File: src/rtl/c64_decoder_pkg.sv
package c64_decoder_pkg;

  localparam int unsigned SLOTS_PER_FRAME  = 8;
  localparam int unsigned FRAMES_PER_SUPER = 20;
  localparam int unsigned LOSS_LIMIT       = 2;

  // Per-slot result of the mark decoder
  typedef struct packed {
    logic slot;     // slot strobe this cycle
    logic viol_ok;  // valid framing violation in this slot
  } slot_evt_t;

endpackage

File: src/rtl/c64_mark_decoder.sv
module c64_mark_decoder
  import c64_decoder_pkg::*;
(
  input  logic      clk,
  input  logic      rst,
  input  logic      slot_valid,
  input  logic      mark_p,
  input  logic      mark_n,
  output slot_evt_t evt_o,
  output logic      miss_o
);

  logic have_mark, last_pol;
  logic have_viol, viol_pol;
  logic mark, pol, is_viol;

  always_comb begin
    mark    = mark_p | mark_n;
    pol     = mark_p;  // positive wins when both are high
    is_viol = slot_valid && mark && have_mark && (pol == last_pol);
    evt_o.slot    = slot_valid;
    evt_o.viol_ok = is_viol && (!have_viol || (pol != viol_pol));
  end

  always_ff @(posedge clk) begin
    if (rst) begin
      have_mark <= 1'b0;
      last_pol  <= 1'b0;
      have_viol <= 1'b0;
      viol_pol  <= 1'b0;
      miss_o    <= 1'b0;
    end else begin
      miss_o <= slot_valid && !mark;
      if (slot_valid && mark) begin
        have_mark <= 1'b1;
        last_pol  <= pol;
      end
      if (is_viol) begin
        have_viol <= 1'b1;
        viol_pol  <= pol;
      end
    end
  end

endmodule

File: src/rtl/c64_period_lock.sv
module c64_period_lock #(
  parameter int unsigned PERIOD = 8,
  parameter int unsigned LOSS   = 2
) (
  input  logic clk,
  input  logic rst,
  input  logic clear,
  input  logic tick,
  input  logic hit,
  output logic locked_o,
  output logic boundary_o,
  output logic square_o,
  output logic fail_o
);

  localparam int unsigned CW   = $clog2(PERIOD) + 1;
  localparam int unsigned FW   = $clog2(LOSS + 1);
  localparam int unsigned HALF = PERIOD / 2;
  localparam logic [CW-1:0] HUNT = '1;
  localparam logic [CW-1:0] LAST = CW'(PERIOD - 1);

  logic [CW-1:0] cnt;
  logic [FW-1:0] fail;
  logic          locked;

  always_ff @(posedge clk) begin
    if (rst || clear) begin
      locked <= 1'b0;
      cnt    <= HUNT;
      fail   <= '0;
    end else if (tick) begin
      if (!locked) begin
        if (hit) begin
          cnt <= '0;
          if (cnt == LAST) locked <= 1'b1;
        end else if (cnt != HUNT) begin
          cnt <= cnt + 1'b1;
        end
      end else if (cnt == LAST) begin
        if (hit) begin
          fail <= '0;
          cnt  <= '0;
        end else if (fail == FW'(LOSS - 1)) begin
          locked <= 1'b0;
          cnt    <= HUNT;
          fail   <= '0;
        end else begin
          fail <= fail + 1'b1;
          cnt  <= '0;
        end
      end else begin
        cnt <= cnt + 1'b1;
      end
    end
  end

  assign locked_o   = locked;
  assign boundary_o = locked && (cnt == LAST);
  assign square_o   = locked && (cnt < CW'(HALF));
  assign fail_o     = (fail != '0);

endmodule

File: src/rtl/c64_clock_decoder.sv
module c64_clock_decoder
  import c64_decoder_pkg::*;
#(
  parameter int unsigned SLOTS  = SLOTS_PER_FRAME,
  parameter int unsigned FRAMES = FRAMES_PER_SUPER,
  parameter int unsigned LOSS   = LOSS_LIMIT
) (
  input  logic clk,
  input  logic rst,
  input  logic slot_valid,
  input  logic mark_p,
  input  logic mark_n,
  input  logic mode_400,
  output logic clk8k_o,
  output logic clk400_o,
  output logic miss_o,
  output logic oos8k_o,
  output logic oos400_o
);

  slot_evt_t evt;
  logic frm_locked, frm_edge, frm_sq, frm_fail_unused;
  logic sup_locked, sup_edge_unused, sup_sq, sup_fail;
  logic sup_tick, sup_hit, sup_clear;

  c64_mark_decoder u_dec (
    .clk        (clk),
    .rst        (rst),
    .slot_valid (slot_valid),
    .mark_p     (mark_p),
    .mark_n     (mark_n),
    .evt_o      (evt),
    .miss_o     (miss_o)
  );

  // 8 kHz level: one opportunity per slot, hit = valid violation
  c64_period_lock #(.PERIOD(SLOTS), .LOSS(LOSS)) u_frame (
    .clk        (clk),
    .rst        (rst),
    .clear      (1'b0),
    .tick       (evt.slot),
    .hit        (evt.viol_ok),
    .locked_o   (frm_locked),
    .boundary_o (frm_edge),
    .square_o   (frm_sq),
    .fail_o     (frm_fail_unused)
  );

  // 400 Hz level: one opportunity per frame boundary, hit = omission
  assign sup_tick  = evt.slot && frm_edge;
  assign sup_hit   = !evt.viol_ok;
  assign sup_clear = !mode_400 || !frm_locked;

  c64_period_lock #(.PERIOD(FRAMES), .LOSS(LOSS)) u_super (
    .clk        (clk),
    .rst        (rst),
    .clear      (sup_clear),
    .tick       (sup_tick),
    .hit        (sup_hit),
    .locked_o   (sup_locked),
    .boundary_o (sup_edge_unused),
    .square_o   (sup_sq),
    .fail_o     (sup_fail)
  );

  assign clk8k_o  = frm_sq;
  assign clk400_o = sup_sq;
  assign oos8k_o  = !frm_locked;
  assign oos400_o = !sup_locked || sup_fail;

endmodule

File: config.mk
export PLATFORM = sky130hd
export DESIGN_NAME = c64_clock_decoder
export DESIGN_NICKNAME = d
export VERILOG_FILES = /design/src/rtl/c64_decoder_pkg.sv /design/src/rtl/c64_mark_decoder.sv /design/src/rtl/c64_period_lock.sv /design/src/rtl/c64_clock_decoder.sv
export SDC_FILE = /design/constraint.sdc
export NUM_CORES = 1
export LEC_CHECK = 0
export BUFFER_PORTS_ARGS = -buffer_cell sky130_fd_sc_hd__buf_2
export CAP_MARGIN = 40
export CORE_ASPECT_RATIO = 2
export CORE_MARGIN = 3
export CORE_UTILIZATION = 40
export CTS_CLUSTER_SIZE = 28
export DETAILED_ROUTE_END_ITERATION = 12
export HOLD_SLACK_MARGIN = 0.08
export PLACE_DENSITY = 0.68
export SKIP_LAST_GASP = 1
export SLEW_MARGIN = 25
export SYNTH_ARGS = -nofsm -noshare
export SYNTH_HDL_FRONTEND = slang
export SYNTH_SLANG_ARGS = --single-unit
File: constraint.sdc
create_clock -name clk -period 5.45 [get_ports clk]
set_input_delay 0.8175 -clock clk [delete_from_list [all_inputs] [get_ports clk]]
set_output_delay 0.8175 -clock clk [all_outputs]
set_load 0.01 [all_outputs]
==> run metrics <==
leading area contributor after synthesis=dfxtp_1; most instantiated library cell after synthesis=dfxtp_1; worst ir drop on vdd=0.1966 mV; Die Width=47.65 um; asr flop ratio synth=0%; Leakage=0.0005340 uW; fin crit period=2390 ps; Pre-antenna DRT Iters=4; Critical Path RT=4630 ps; CP top delay family=flip-flops; Yosys top cell area share=30.30%; synth warn=0; largest net degree at the start of global routing=17; Crit Reg-Reg Startpoint=u_frame.cnt[0]$_SDFFE_PP1P_; PortBufs=10; CTS tree=done; sequential cell area=420.4 um2; Initial Util=42.49%; max-capacitance violation count=0; top cells by area, synth=dfxtp_1 (30%), a21oi_1 (3.6%), nor3_1 (3.6%), nor2_1 (3.5%), nand2_1 (3.0%); Iter 0 DRT Violations=83; Final Cell Area=0.001449 mm2; critical path startpoint=u_super.locked_o$_SDFFE_PP0P_; CTS H-tree depth=1; Syn Inst Count=169; setup tns final=0 ps; Global Route Usage Sum=17.58%; Worst slew margin=65.98%; CP max-delay cell=dfxtp_1; vias in the first global route=1298; Synth Register Bits=21; final worst slack=3060 ps; CTS buffer count=3; Hold Buf Count CTS=0; EDFF count, synth=0; overflow left after global routing=0; main flop type after synthesis=dfxtp_1; Avg Cell Area, Syn=8.211 um2; # IOs=11; post-synthesis sequential area ratio=30.30%; Root Driver=clkbuf_8; initial antenna violation count=0; Worst Hold Class=register to register; Critical Path AT=1570 ps; HPWL Detailed=2614 um; Cell Pwr Density=248.2 mW/mm2; layout cells sized above 1=13.53%; Crit path largest cell delay=550 ps; placed cell areas=0.001403 mm2; min-delay src=u_super.fail[1]$_SDFFE_PP0P_; CTS max path bufs=2; most frequent cells after synthesis=dfxtp_1 (21), nor2_1 (13), nand2_1 (11); Die ar.=0.004254 mm2; number of post-CTS setup repair buffers=0; Mapped Area=0.001388 mm2; clock skew=5.396 ps; # clock sinks=21; sum of buffers and inverters on the critical path=2; worst slack, placed=3020 ps; die height=89.30 um; Area growth syn-to-layout=4.418%; Routed Wire Length=3468 um; # fillers=337; RePlAce Congestion=0.8881; Final period util=43.85%; critical path capture point type=output port; detailed-route via count=1341; first-pass GRT wire length=5540 um; Routed Antenna Nets=0; crit-path max FO=11; status=complete, no violations; Pins Over Slew Limit=0; CTS resizes=0; Setup crit start kind=register; CP Class=register to output port; dpl cells=197; Worst-Skew Late Latency=260 ps; Hold Violations, Final=0; final setup vio count=0; slew at the pin closest to its max-slew limit=508.4 ps; CP Cell Sequence=inv_1 -> or3_1 -> buf_2; footprint of the multi-input gates=863.3 um2; Cell Count, Final, Fillers Out=201; syn_nets=177; Std-Cell Rows=29; Reg clk slew, reported paths=80 ps; unrepaired setup endpoints after global routing=no; # diodes=0; Synth cell types=52; WL/cell=17.25 um; mean number of vias per cell=6.672; drc violations=0; Max Clk Rate=418.4 MHz; Core Region=0.003266 mm2; Final #Nets=179
state kept, by name, indices dropped and copies added (netlist names), 2 cells and up:
signal        flops
u_frame.cnt       4
u_frame.fail      2
u_super.cnt       6
u_super.fail      2
power by group:
part	internal (uW)	total, uW	switching [uW]
Combinational	33.5	81.1	47.6
Clock	51.0	104	53.2
Sequential	162	174	12.1
stage by stage:
step | total power, uW | hold slack (ps) | util [%]
floorplan | 240.8 | 432.5 | -
global placement | 251.4 | 457.7 | 42.95
detailed placement | 257.8 | 465.5 | 42.95
CTS | 362.0 | 479.0 | 44.37
global route | 379.5 | 488.0 | 44.37
finish | 359.7 | 476.9 | 44.37
worst paths after layout:
path	cells after the start	slack (ps)	to
worst min-delay path	1	480	u_super.fail[1]$_SDFFE_PP0P_
worst min register to register	1	480	u_super.fail[1]$_SDFFE_PP0P_
worst max-delay path	3	3060	oos400_o
worst max register to register	6	3320	u_super.cnt[1]$_SDFFE_PP1P_
placed cells by master (no fill, tap or decap), types with 3 or more instances in the layout:
| master | count |
|---|---|
| nor2_1 | 13 |
| a31oi_1 | 5 |
| o21ai_0 | 8 |
| a21boi_0 | 3 |
| nand2_1 | 11 |
| nand3_1 | 7 |
| nor3_1 | 10 |
| inv_1 | 8 |
| a311o_1 | 3 |
| a21oi_1 | 10 |
| clkbuf_8 | 3 |
| or3_1 | 3 |
| nand2b_1 | 4 |
| a211oi_1 | 4 |
| buf_2 | 10 |
| dfxtp_1 | 21 |
per-layer routing:
| metal | share of wire [%] | global-route usage [%] | vias to the layer above |
|---|---|---|---|
| met5 | 0 | 0 | - |
| met4 | 6.3 | 13.73 | 0 |
| met3 | 3.1 | 2.419 | 22 |
| met2 | 52 | 29.71 | 47 |
| met1 | 38 | 18.08 | 632 |
| li1 | - | - | 640 |
kinds of logic after synthesis:
| group | after synthesis | synth area share (%) |
|---|---|---|
| multiplexers | 1 | 0.7214 |
| XOR/XNOR | 3 | 1.894 |
| flip-flops | 21 | 30.30 |
| AND/OR/NAND/NOR | 66 | 27.05 |
| AO/OA/AOI/OAI | 55 | 30.75 |
| buffers and inverters | 21 | 7.484 |
| adder cells (fa/ha/maj) | 2 | 1.803 |
final cells by class:
cell class / instances / share of cell area [%]
Multi-Input combinational cell: 127 / 59.59
Sequential cell: 21 / 29.02
Timing Repair Buffer: 10 / 3.454
Clock buffer: 3 / 2.850
Tap cell: 31 / 2.677
Inverter: 8 / 2.073
Clock inverter: 1 / 0.3454
Note: power is estimated with default switching activity, not from simulation.
